<file path="config.mk">
export PLATFORM = sky130hd
export DESIGN_NAME = fcmp_unit
export DESIGN_NICKNAME = d
export VERILOG_FILES = /design/src/rtl/fcmp_pkg.sv /design/src/rtl/fcmp_classify.sv /design/src/rtl/fcmp_order.sv /design/src/rtl/fcmp_predicate.sv /design/src/rtl/fcmp_unit.sv
export SDC_FILE = /design/constraint.sdc
export NUM_CORES = 1
export LEC_CHECK = 0
export BUFFER_PORTS_ARGS = -buffer_cell sky130_fd_sc_hd__clkbuf_2
export CORE_ASPECT_RATIO = 1.2
export CORE_MARGIN = 2
export CORE_UTILIZATION = 45
export DETAILED_ROUTE_END_ITERATION = 10
export GPL_TIMING_DRIVEN = 1
export PLACE_DENSITY = 0.78
export SLEW_MARGIN = 20
export SYNTH_ARGS = -nofsm -noshare
export SYNTH_HDL_FRONTEND = slang
export SYNTH_HIERARCHICAL = 1
export SYNTH_SLANG_ARGS = --single-unit
</file>
<file path="constraint.sdc">
create_clock -name clk -period 2.85 [get_ports clk]
set_input_delay 0.57 -clock clk [delete_from_list [all_inputs] [get_ports clk]]
set_output_delay 0.57 -clock clk [all_outputs]
set_load 0.05 [all_outputs]
</file>
<file path="src/rtl/fcmp_pkg.sv">
package fcmp_pkg;
    localparam int EXP_W  = 8;
    localparam int FRAC_W = 23;
    localparam int WORD_W = 1 + EXP_W + FRAC_W;
    localparam int MAG_W  = WORD_W - 1;

    typedef enum logic [2:0] {
        PR_UNORD = 3'd0,
        PR_LT    = 3'd1,
        PR_EQ    = 3'd2,
        PR_LE    = 3'd3,
        PR_GT    = 3'd4,
        PR_NE    = 3'd5,
        PR_GE    = 3'd6,
        PR_RSVD  = 3'd7
    } pred_e;

    typedef enum logic {
        ST_IDLE   = 1'b0,
        ST_REPORT = 1'b1
    } fsm_e;

    typedef struct packed {
        logic             is_nan;
        logic             is_snan;
        logic             is_zero;
        logic             sign;
        logic [MAG_W-1:0] mag;
    } opclass_t;
endpackage

</file>
<file path="src/rtl/fcmp_classify.sv">
module fcmp_classify
    import fcmp_pkg::*;
(
    input  logic [WORD_W-1:0] word,
    output opclass_t          cls
);
    localparam int QBIT = FRAC_W - 1;

    logic [EXP_W-1:0]  exp_f;
    logic [FRAC_W-1:0] frac_f;
    logic              exp_max;

    always_comb begin
        exp_f       = word[WORD_W-2 -: EXP_W];
        frac_f      = word[FRAC_W-1:0];
        exp_max     = &exp_f;
        cls.sign    = word[WORD_W-1];
        cls.mag     = word[MAG_W-1:0];
        cls.is_nan  = exp_max && (|frac_f);
        cls.is_snan = cls.is_nan && !frac_f[QBIT];
        cls.is_zero = ~|word[MAG_W-1:0];
    end
endmodule

</file>
<file path="src/rtl/fcmp_order.sv">
module fcmp_order
    import fcmp_pkg::*;
(
    input  opclass_t x,
    input  opclass_t y,
    output logic     x_lt_y,
    output logic     x_eq_y
);
    logic both_zero;

    always_comb begin
        both_zero = x.is_zero && y.is_zero;
        x_eq_y    = both_zero || ({x.sign, x.mag} == {y.sign, y.mag});
        if (both_zero)
            x_lt_y = 1'b0;
        else if (x.sign != y.sign)
            x_lt_y = x.sign;
        else if (x.sign)
            x_lt_y = x.mag > y.mag;
        else
            x_lt_y = x.mag < y.mag;
    end
endmodule

</file>
<file path="src/rtl/fcmp_predicate.sv">
module fcmp_predicate
    import fcmp_pkg::*;
(
    input  pred_e    pred,
    input  opclass_t ca,
    input  opclass_t cb,
    input  logic     a_lt_b,
    input  logic     b_lt_a,
    input  logic     a_eq_b,
    output logic     res,
    output logic     inv
);
    logic any_nan, any_snan, ordered, eq_q;

    always_comb begin
        any_nan  = ca.is_nan || cb.is_nan;
        any_snan = ca.is_snan || cb.is_snan;
        ordered  = !any_nan;
        eq_q     = ordered && a_eq_b;
        res      = 1'b0;
        inv      = 1'b0;
        unique case (pred)
            PR_UNORD: begin res = any_nan;               inv = any_snan; end
            PR_LT:    begin res = ordered && b_lt_a;     inv = any_nan;  end
            PR_EQ:    begin res = eq_q;                  inv = any_snan; end
            PR_LE:    begin res = ordered && (a_lt_b || a_eq_b); inv = any_nan; end
            PR_GT:    begin res = ordered && a_lt_b;     inv = any_nan;  end
            PR_NE:    begin res = !eq_q;                 inv = any_snan; end
            PR_GE:    begin res = !(ordered && a_lt_b);  inv = any_nan;  end
            PR_RSVD:  begin res = 1'b0;                  inv = 1'b0;     end
        endcase
    end
endmodule

</file>
<file path="src/rtl/fcmp_unit.sv">
module fcmp_unit
    import fcmp_pkg::*;
#(
    parameter int                 CAUSE_W   = 5,
    parameter logic [CAUSE_W-1:0] FPU_CAUSE = 'd6
) (
    input  logic               clk,
    input  logic               rst_n,
    input  logic               in_valid,
    input  logic [31:0]        op_a,
    input  logic [31:0]        op_b,
    input  logic [2:0]         pred,
    input  logic               cfg_exc_en,
    input  logic               run_exc_en,
    input  logic               fsr_clr,
    output logic               out_valid,
    output logic [31:0]        result,
    output logic               fsr_invalid,
    output logic               exc_req,
    output logic [CAUSE_W-1:0] exc_cause
);
    opclass_t cls [2];
    logic     lt_v [2];
    logic     eq_v [2];
    logic     res_c, inv_c;
    fsm_e     state, state_nx;

    logic     res_q, exc_q, fsr_q;
    logic [CAUSE_W-1:0] cause_q;

    fcmp_classify u_cls_a (.word(op_a), .cls(cls[0]));
    fcmp_classify u_cls_b (.word(op_b), .cls(cls[1]));

    for (genvar g = 0; g < 2; g++) begin : g_order
        fcmp_order u_ord (
            .x      (cls[g]),
            .y      (cls[1-g]),
            .x_lt_y (lt_v[g]),
            .x_eq_y (eq_v[g])
        );
    end

    fcmp_predicate u_pred (
        .pred   (pred_e'(pred)),
        .ca     (cls[0]),
        .cb     (cls[1]),
        .a_lt_b (lt_v[0]),
        .b_lt_a (lt_v[1]),
        .a_eq_b (eq_v[0]),
        .res    (res_c),
        .inv    (inv_c)
    );

    always_ff @(posedge clk) begin
        if (!rst_n) state <= ST_IDLE;
        else        state <= state_nx;
    end

    always_comb begin
        state_nx = state;
        unique case (state)
            ST_IDLE:   state_nx = in_valid ? ST_REPORT : ST_IDLE;
            ST_REPORT: state_nx = in_valid ? ST_REPORT : ST_IDLE;
        endcase
    end

    always_ff @(posedge clk) begin
        if (!rst_n) begin
            res_q   <= 1'b0;
            exc_q   <= 1'b0;
            cause_q <= '0;
            fsr_q   <= 1'b0;
        end else begin
            exc_q   <= 1'b0;
            cause_q <= '0;
            if (in_valid) begin
                res_q <= res_c;
                if (inv_c && cfg_exc_en && run_exc_en) begin
                    exc_q   <= 1'b1;
                    cause_q <= FPU_CAUSE;
                end
            end
            if (in_valid && inv_c) fsr_q <= 1'b1;
            else if (fsr_clr)      fsr_q <= 1'b0;
        end
    end

    always_comb begin
        out_valid   = (state == ST_REPORT);
        result      = {31'd0, res_q};
        fsr_invalid = fsr_q;
        exc_req     = exc_q;
        exc_cause   = cause_q;
    end
endmodule

</file>
* After elaboration in Yosys (flattened, before gate mapping) *
Index checks and enable logic that the tools add are counted.

storage, ports and cells
  output and inout bits = 40
  logic and storage cells = 66
  register bits after elaboration = 9
  input port bits = 73

cells by class
  magnitude comparators = 4
  reduce and logical (&&, ||, !) cells = 34
  mux-type cells = 13
  eq/ne operators = 10

operator list
  kind                  number
  $gt A31 B31 Y1        2
  $lt A31 B31 Y1        2
  $reduce_or A31 Y1     2
  $reduce_or A23 Y1     2
  $eq A32 B32 Y1        1
  $reduce_and A8 Y1     2
  $eq A3 B3 Y1 const B  4
  $logic_and A1 B1 Y1   12
  $mux W1               10
  $pmux W1 S8           1
  $logic_not A1 Y1      7
  $eq A3 B2 Y1 const B  2
  $logic_or A1 B1 Y1    4
  $reduce_or A4 Y1      1
  $eq A3 B1 Y1 const B  1
  $logic_not A3 Y1      1
  $mux W3               1
  $pmux W1 S3           1
  $reduce_or A3 Y1      1
  $ne A1 B1 Y1          2
  $reduce_and A2 Y1     1
  $reduce_bool A2 Y1    1

* Depth between registers and ports, before layout *
Gate-level depths: netlist of run 1.

  depth in word-level cells = 8
  gate-level depth with buffers = 15
  depth with buffers taken out = 14

* Hierarchy *
The synthesis of run 1 kept the hierarchy.

modules (own cells, without submodules)
  module          area each (um^2)  cells each  times used  seq. area each (um^2)
  fcmp_order      817.0             116         2           0.0
  fcmp_classify   347.8             47          2           0.0
  fcmp_unit       411.6             50          1           80.1
  fcmp_predicate  132.6             21          1           0.0

* Worst setup path before layout of run 1 *
OpenSTA, ideal clock, no wires.

  path type = in2reg
  from = input port op_b[10]
  to = register res_q
  arrival = 2.917 ns
  stages = 15
  path slack = -0.132 ns
  data required time = 2.785 ns
  setup time = 0.065 ns
  buffers on the path = 1
  cell sequence = buf_4 -> inv_1 -> ha_1 -> a21oi_2 -> o21ai_1 -> a221oi_2 -> a21oi_1 -> or3_1 -> a222oi_1 -> nor3b_1 -> o31ai_2 -> o21ai_1 -> a21oi_1 -> mux2i_1 -> nor2b_1

RTL lines
  element               line             text
  start, declared       fcmp_unit.sv:11  input logic [31:0] op_b,
  end signal, assigned  fcmp_unit.sv:77  res_q <= res_c;
  end, declared         fcmp_unit.sv:28  logic res_q, exc_q, fsr_q;

==> tab_implementation.tex, run 1 <==
\begin{tabular}{lr}
\hline
Metric & Value \\
\hline
\multicolumn{2}{l}{\textbf{Outcome}} \\
Run status & complete, but fails checks \\
Violations in the final reports & setup timing \\
\multicolumn{2}{l}{\textbf{Clock tree}} \\
Cell chosen for the clock root & sky130\_fd\_sc\_hd\_\_clkbuf\_8 \\
Clock input transition at the sequential cells of the worst setup and hold paths & approximately 30 ps \\
Maximum clock insertion buffer count & 2 \\
Clock Latency Late Sink & about 210 ps \\
CTS HTree Levels & 1 \\
Num CTS Buffers & 3 \\
Num Clock Sinks & 4 \\
CTS tree & yes \\
\multicolumn{2}{l}{\textbf{STA}} \\
Post-route fraction of the period consumed by the critical path & 1.02 \\
Max Freq & about 340 MHz \\
Final Setup Violations & 1 \\
Total count of hold-check failures in the final report & 0 \\
Min Hold Slack & around 480 ps \\
Final Slew Violations & 0 \\
Post-route setup TNS & -65.6 ps \\
Setup slack after layout & -65.6 ps \\
Min Clock Period, post-route & approximately 2900 ps \\
Worst clock skew & 0 ps \\
Setup repair after global routing missed its margin & true \\
\multicolumn{2}{l}{\textbf{Detailed routing}} \\
Final Routed Wirelength & roughly 7.7 mm \\
Antenna-violating nets left & 0 \\
Length of routed wiring on met1 & about 3 mm \\
Initial DRT Pass Iterations & 4 \\
Top routing layer in use & met4 \\
Number of vias after detailed routing & $\sim$2800 \\
Met3 wire length & 282 µm \\
Met2 Routed Length & $\sim$4.2 mm \\
Number of remaining DRC errors & 0 \\
Vias per Instance & just over 5 \\
Routed wirelength normalized by instance count & 14.0 µm \\
Number of DRC markers after the initial detailed-route iteration & 73 \\
\multicolumn{2}{l}{\textbf{Pwr}} \\
Post-layout total power & roughly 770 µW \\
Worst supply voltage drop on vdd & between 0.1 and 0.15 mV \\
Leakage & $\sim$0.0019 µW \\
Relative contribution of sequential cells to total power & 0.077 \\
Sw Pwr & around 370 µW \\
Clk network pwr share & 0.157 \\
Combinational Power Share & 0.766 \\
Switching part of the total & 0.477 \\
Internal cell power & $\sim$400 µW \\
Power per cell area & approximately 210 nW/µm² \\
\multicolumn{2}{l}{\textbf{GRT}} \\
Vias in the first global route & roughly 2900 \\
GRT Overall Usage & 0.210 \\
Initial antenna violation count & 0 \\
Overflow after GRT & 0 \\
Largest net degree at the start of global routing & 9 \\
Global-route wire length before repair & roughly 12 mm \\
\multicolumn{2}{l}{\textbf{Critical path}} \\
Start-to-end type of the worst setup path & primary input to register \\
Data arrival time of the critical path & between 3000 and 4000 ps \\
Most used cell along the critical path & sky130\_fd\_sc\_hd\_\_a21oi\_1 \\
Critical-path maximum fanout & 3 \\
Crit-path slowest cell & sky130\_fd\_sc\_hd\_\_a222oi\_1 \\
Sequence of cells on the critical path & clkbuf\_2 > inv\_1 > ha\_1 > a21oi\_1 > o221ai\_1 > o21bai\_1 > a21oi\_1 > or3\_1 > a222oi\_1 > nor3b\_1 > o31ai\_2 > o21ai\_1 > a21oi\_1 > mux2i\_1 > nor2b\_1 \\
Worst Setup Start Kind & primary input \\
Number of buffers and inverters on the critical path & 2 \\
Critical Path Sink Type & register \\
Top Family by Delay on Critical Path & compound AO/OA/AOI/OAI gates \\
Delay of the slowest critical-path stage & 360 ps \\
Required time at the endpoint of the critical path & 3000 ps \\
\multicolumn{2}{l}{\textbf{Logic synthesis}} \\
Yosys warns & 6 \\
Post-synthesis instance area & 2860 µm² \\
Gate Count Post-Synth & 394 \\
Syn Area/Cell & about 7.2 µm² \\
\multicolumn{2}{l}{\textbf{Placement}} \\
DP HPWL & between 6 and 7 mm \\
Port Buf Inserts & $\sim$80 \\
Worst slack after detailed placement & -322 ps \\
Placer's final routability congestion estimate & a little over 0.9 \\
\multicolumn{2}{l}{\textbf{Finish}} \\
Number of nets in the layout & 600 \\
Layout cells sized above 1 & 0.447 \\
\# fillers & between 500 and 600 \\
Core utilization of the finished layout & 0.608 \\
Area growth syn-to-layout & 29.5\% \\
Antenna diodes & 0 \\
\multicolumn{2}{l}{\textbf{Die}} \\
Number of top-level pins & 113 \\
Chip Width & $\sim$77 µm \\
Core Box Area & 6090 µm² \\
Die outline area & 7000 µm² \\
Placement Rows & 31 \\
Initial core utilization & 0.469 \\
Overall die height & about 90 µm \\
\multicolumn{2}{l}{\textbf{Min path}} \\
Path class of the lowest-slack min-delay path & register to register \\
\multicolumn{2}{l}{\textbf{Job}} \\
Max\_cap viols & 0 \\
\hline
\end{tabular}
-- path summary, 6_finish.rpt --
kind                      end   startpoint  cells after the start  slack (ps)
setup / recovery        res_q     op_b[20]                     15         -70
hold / removal    fsr_invalid  fsr_invalid                      2         480
setup reg to reg        res_q        res_q                      2        2260
hold reg to reg   fsr_invalid  fsr_invalid                      2         480
-- registers in the layout, summed over array words and instances (netlist names) --
register     count
out_valid        1
fsr_invalid      1
res_q            1
exc_cause        1
-- tightest hold or removal path, stage by stage (launching register included) --
cell	delay, ps
sky130_fd_sc_hd__dfxtp_1	300
sky130_fd_sc_hd__nand2b_1	70
sky130_fd_sc_hd__a21boi_1	60
-- routing by layer --
layer | GRT usage | vias to the layer above
li1 | - | 1389
met1 | 0.231 | 1280
met2 | 0.425 | 93
met3 | 0.0209 | 10
met4 | 0.0409 | 0
met5 | 0 | -
-- metrics by stage --
stage,cells,instance area (µm²)
3_3_place_gp,539,3270
2_1_floorplan,427,3140
3_5_place_dp,539,3270
5_1_grt,545,3700
6_report,545,3700
4_1_cts,544,3590
-- area by class of cell --
type / instances / area [µm²] / share of cell area
repair buffers: 135 / 940 / 0.254
multi-input cells: 255 / 2280 / 0.617
inverters: 66 / 253 / 0.0683
flip-flops and latches: 4 / 80.1 / 0.0216
clock buffers: 3 / 41.3 / 0.0112
well taps: 82 / 103 / 0.0277
-- power by group through the flow --
stage	Combinational (µW)	Clock [µW]	Sequential, µW
after floorplan	421	0	62.6
after global placement	492	0	60.0
after detailed placement	510	0	60.0
after CTS	558	123	59.3
after global routing	641	127	59.6
final	587	120	59.3
-- repair_timing --
action | 4_1_cts | 5_1_grt
hold buffers | 0 | 0
setup buffers | 2 | 1
resized for setup | 42 | 19
setup endpoints to repair | 1 | 1
pin swaps | 41 | 15
-- cells in the final DEF (no fill, tap or decap), types with 4 or more instances in the layout --
| cell | instances |
|---|---|
| sky130_fd_sc_hd__clkbuf_2 | 63 |
| sky130_fd_sc_hd__buf_4 | 58 |
| sky130_fd_sc_hd__inv_1 | 56 |
| sky130_fd_sc_hd__ha_1 | 37 |
| sky130_fd_sc_hd__conb_1 | 34 |
| sky130_fd_sc_hd__ha_4 | 23 |
| sky130_fd_sc_hd__nand4_1 | 18 |
| sky130_fd_sc_hd__a21oi_2 | 15 |
| sky130_fd_sc_hd__clkbuf_8 | 14 |
| sky130_fd_sc_hd__nor4_1 | 13 |
| sky130_fd_sc_hd__a21oi_1 | 13 |
| sky130_fd_sc_hd__nand2_1 | 12 |
| sky130_fd_sc_hd__nor2_1 | 11 |
| sky130_fd_sc_hd__inv_2 | 8 |
| sky130_fd_sc_hd__nand3_1 | 7 |
| sky130_fd_sc_hd__o21ai_0 | 6 |
| sky130_fd_sc_hd__nand2b_1 | 4 |
| sky130_fd_sc_hd__dfxtp_1 | 4 |
| sky130_fd_sc_hd__a211oi_2 | 4 |
| sky130_fd_sc_hd__nor3_1 | 4 |
| sky130_fd_sc_hd__and4_1 | 4 |
No activity file was read; power rests on OpenSTA's default activity.
==> inputs of run 2 (changes only) <==
PLACE_DENSITY = 0.75   (was 0.78)
clock period = 3.1 ns   (was 2.85 ns; I/O delays follow)
==> run 2 against run 1 <==
  * The run now ends clean
  * Sequential power is 7.8% lower
  * Sequential share of layout area is 0.12 points higher
  * Count of clock-buffer cells in the layout stayed put
  * Register-to-register slack better by 190 ps
  * Global-route usage is 2.0 points lower
  * Final area is 5.4% lower
  * Flip-flop and latch count stayed put
  * Non-clock buffer count is 6 lower
==> tab_implementation.tex, run 2 (same netlist as run 1, synthesis figures left out) <==
\begin{tabular}{lr}
\hline
Metric & Value \\
\hline
\multicolumn{2}{l}{\textbf{Detailed routing}} \\
Initial DRT Pass Iterations & 4 \\
Routed wirelength normalized by instance count & roughly 14 µm \\
Number of vias after detailed routing & roughly 2800 \\
Vias per Instance & 5.20 \\
Number of remaining DRC errors & 0 \\
Number of DRC markers after the initial detailed-route iteration & 129 \\
Final Routed Wirelength & about 7.6 mm \\
Antenna-violating nets left & 0 \\
\multicolumn{2}{l}{\textbf{Clock tree}} \\
Num CTS Buffers & 3 \\
Number of buffers inserted by hold repair at cts & 0 \\
CTS tree & yes \\
Clock input transition at the sequential cells of the worst setup and hold paths & approximately 30 ps \\
Cell chosen for the clock root & sky130\_fd\_sc\_hd\_\_clkbuf\_8 \\
Clock Latency Late Sink & about 210 ps \\
Num Clock Sinks & 4 \\
CTS HTree Levels & 1 \\
Maximum clock insertion buffer count & 2 \\
\multicolumn{2}{l}{\textbf{Critical path}} \\
Data arrival time of the critical path & around 3200 ps \\
Source of the worst register-to-register timing path & res\_q \\
Beginning of the critical path & op\_b[22] \\
Reg2Reg Depth & 2 \\
Sequence of cells on the critical path & clkbuf\_2 > buf\_4 > ha\_4 > nand4\_1 > buf\_4 > nor4\_4 > nand3\_1 > a21oi\_1 > o31ai\_1 > a222oi\_1 > nor2\_1 > o31ai\_2 > o21ai\_1 > a21oi\_1 > mux2i\_1 > nor2b\_1 \\
Critical-path maximum fanout & 3 \\
Worst Setup Start Kind & primary input \\
Capture point of the worst reg-to-reg path & res\_q \\
Delay of the slowest critical-path stage & 270 ps \\
Required time at the endpoint of the critical path & 3250 ps \\
Setup slack of the most critical reg-to-reg path & around 2500 ps \\
Start-to-end type of the worst setup path & primary input to register \\
Critical Path Sink Type & register \\
Crit-path slowest cell & sky130\_fd\_sc\_hd\_\_ha\_4 \\
\multicolumn{2}{l}{\textbf{Outcome}} \\
Run status & finished, final reports clean \\
\multicolumn{2}{l}{\textbf{GRT}} \\
Vias in the first global route & $\sim$2700 \\
GRT Overall Usage & 0.190 \\
Global-route wire length before repair & $\sim$11 mm \\
Initial antenna violation count & 0 \\
Overflow after GRT & 0 \\
Largest net degree at the start of global routing & 9 \\
\multicolumn{2}{l}{\textbf{STA}} \\
Setup repair after global routing missed its margin & true \\
Worst clock skew & 0 ps \\
Final Setup Violations & 0 \\
Max Freq & between 300 and 400 MHz \\
Min Clock Period, post-route & $\sim$3000 ps \\
Min Hold Slack & about 470 ps \\
Setup slack after layout & around 55 ps \\
Total count of hold-check failures in the final report & 0 \\
Final Slew Violations & 0 \\
Post-route fraction of the period consumed by the critical path & 0.982 \\
\multicolumn{2}{l}{\textbf{Finish}} \\
Area growth syn-to-layout & 22.5\% \\
Highest-count cells in the layout ignoring fill and taps & 76 x sky130\_fd\_sc\_hd\_\_clkbuf\_2, 64 x sky130\_fd\_sc\_hd\_\_inv\_1, 51 x sky130\_fd\_sc\_hd\_\_buf\_4 \\
Post-route insts no fill & 539 \\
Antenna diodes & 0 \\
Number of nets in the layout & 594 \\
Layout cells sized above 1 & 0.414 \\
Core utilization of the finished layout & 0.575 \\
Multi-input logic area & about 2200 µm² \\
Sequential cell area & approximately 80 µm² \\
\# fillers & 571 \\
Most common cell after layout, fill and taps aside & sky130\_fd\_sc\_hd\_\_clkbuf\_2 \\
\multicolumn{2}{l}{\textbf{Die}} \\
Die outline area & 7000 µm² \\
Chip Width & between 70 and 80 µm \\
Core Box Area & around 6100 µm² \\
Overall die height & just over 90 µm \\
Placement Rows & 31 \\
Number of top-level pins & between 100 and 150 \\
Initial core utilization & 0.469 \\
\multicolumn{2}{l}{\textbf{Placement}} \\
DP HPWL & a little over 6 mm \\
Worst slack after detailed placement & -292 ps \\
Number of cells after detailed placement & around 530 \\
Placer's final routability congestion estimate & between 0.9 and 1 \\
Port Buf Inserts & slightly below 80 \\
\multicolumn{2}{l}{\textbf{Min path}} \\
Instance count along the most critical hold path & 2 \\
Hold Path Sink & fsr\_invalid \\
Path class of the lowest-slack min-delay path & register to register \\
Worst hold start & fsr\_invalid \\
\multicolumn{2}{l}{\textbf{Pwr}} \\
Power per cell area & roughly 190 nW/µm² \\
Post-layout total power & approximately 680 µW \\
Worst supply voltage drop on vdd & between 0.1 and 0.15 mV \\
Leakage & 0.00185 µW \\
\multicolumn{2}{l}{\textbf{Job}} \\
Max\_cap viols & 0 \\
\hline
\end{tabular}
-- run 2: cell type report --
| class | instances | share of cell area |
|---|---|---|
| multi-input combinational | 255 | 0.641 |
| timing repair buffer | 129 | 0.225 |
| inverter | 66 | 0.0708 |
| tap | 82 | 0.0293 |
| sequential | 4 | 0.0229 |
| clock buffer | 3 | 0.0118 |
-- run 2: worst max-delay path: cells and delay by family --
kind                       cells  cell delay (ps)
AOI/OAI and AO/OA              6             1030
adders and majority gates      1              270
buffers and inverters          3              460
muxes                          1              110
and+or+nand+nor                5              700
-- run 2: power breakdown --
group	leakage, µW	total, µW	internal [µW]	switching (µW)
logic	0.00180	513	208	305
registers	0.0000327	54.7	53.7	1.03
clock network	0.0000216	108	82.7	25.1
total	0.00185	676	345	331
-- run 2: stage by stage --
stage,instance area [µm²],TNS (ps)
after floorplan,2980,0
after global placement,3030,-200
after detailed placement,3030,-292
after CTS,3150,0
after global routing,3500,-109
final,3500,0
-- run 2: worst max-delay path by stage --
stage	slack [ps]	end
finish	60	res_q
global route	-110	res_q
CTS	2	res_q
detailed placement	-290	res_q
global placement	-200	res_q
floorplan	70	res_q
-- run 2: timing repair --
item | 4_1_cts | 5_1_grt
setup endpoints to repair | 1 | 1
resized for setup | 11 | 43
pin swaps | 15 | 37
setup buffers | 1 | 7
hold endpoints to repair | 0 | 0
-- run 2: metal layers --
metal,share of wire,track usage
met1,0.38,0.211
met2,0.53,0.374
met3,0.054,0.0149
met4,0.041,0.0652
met5,0,0
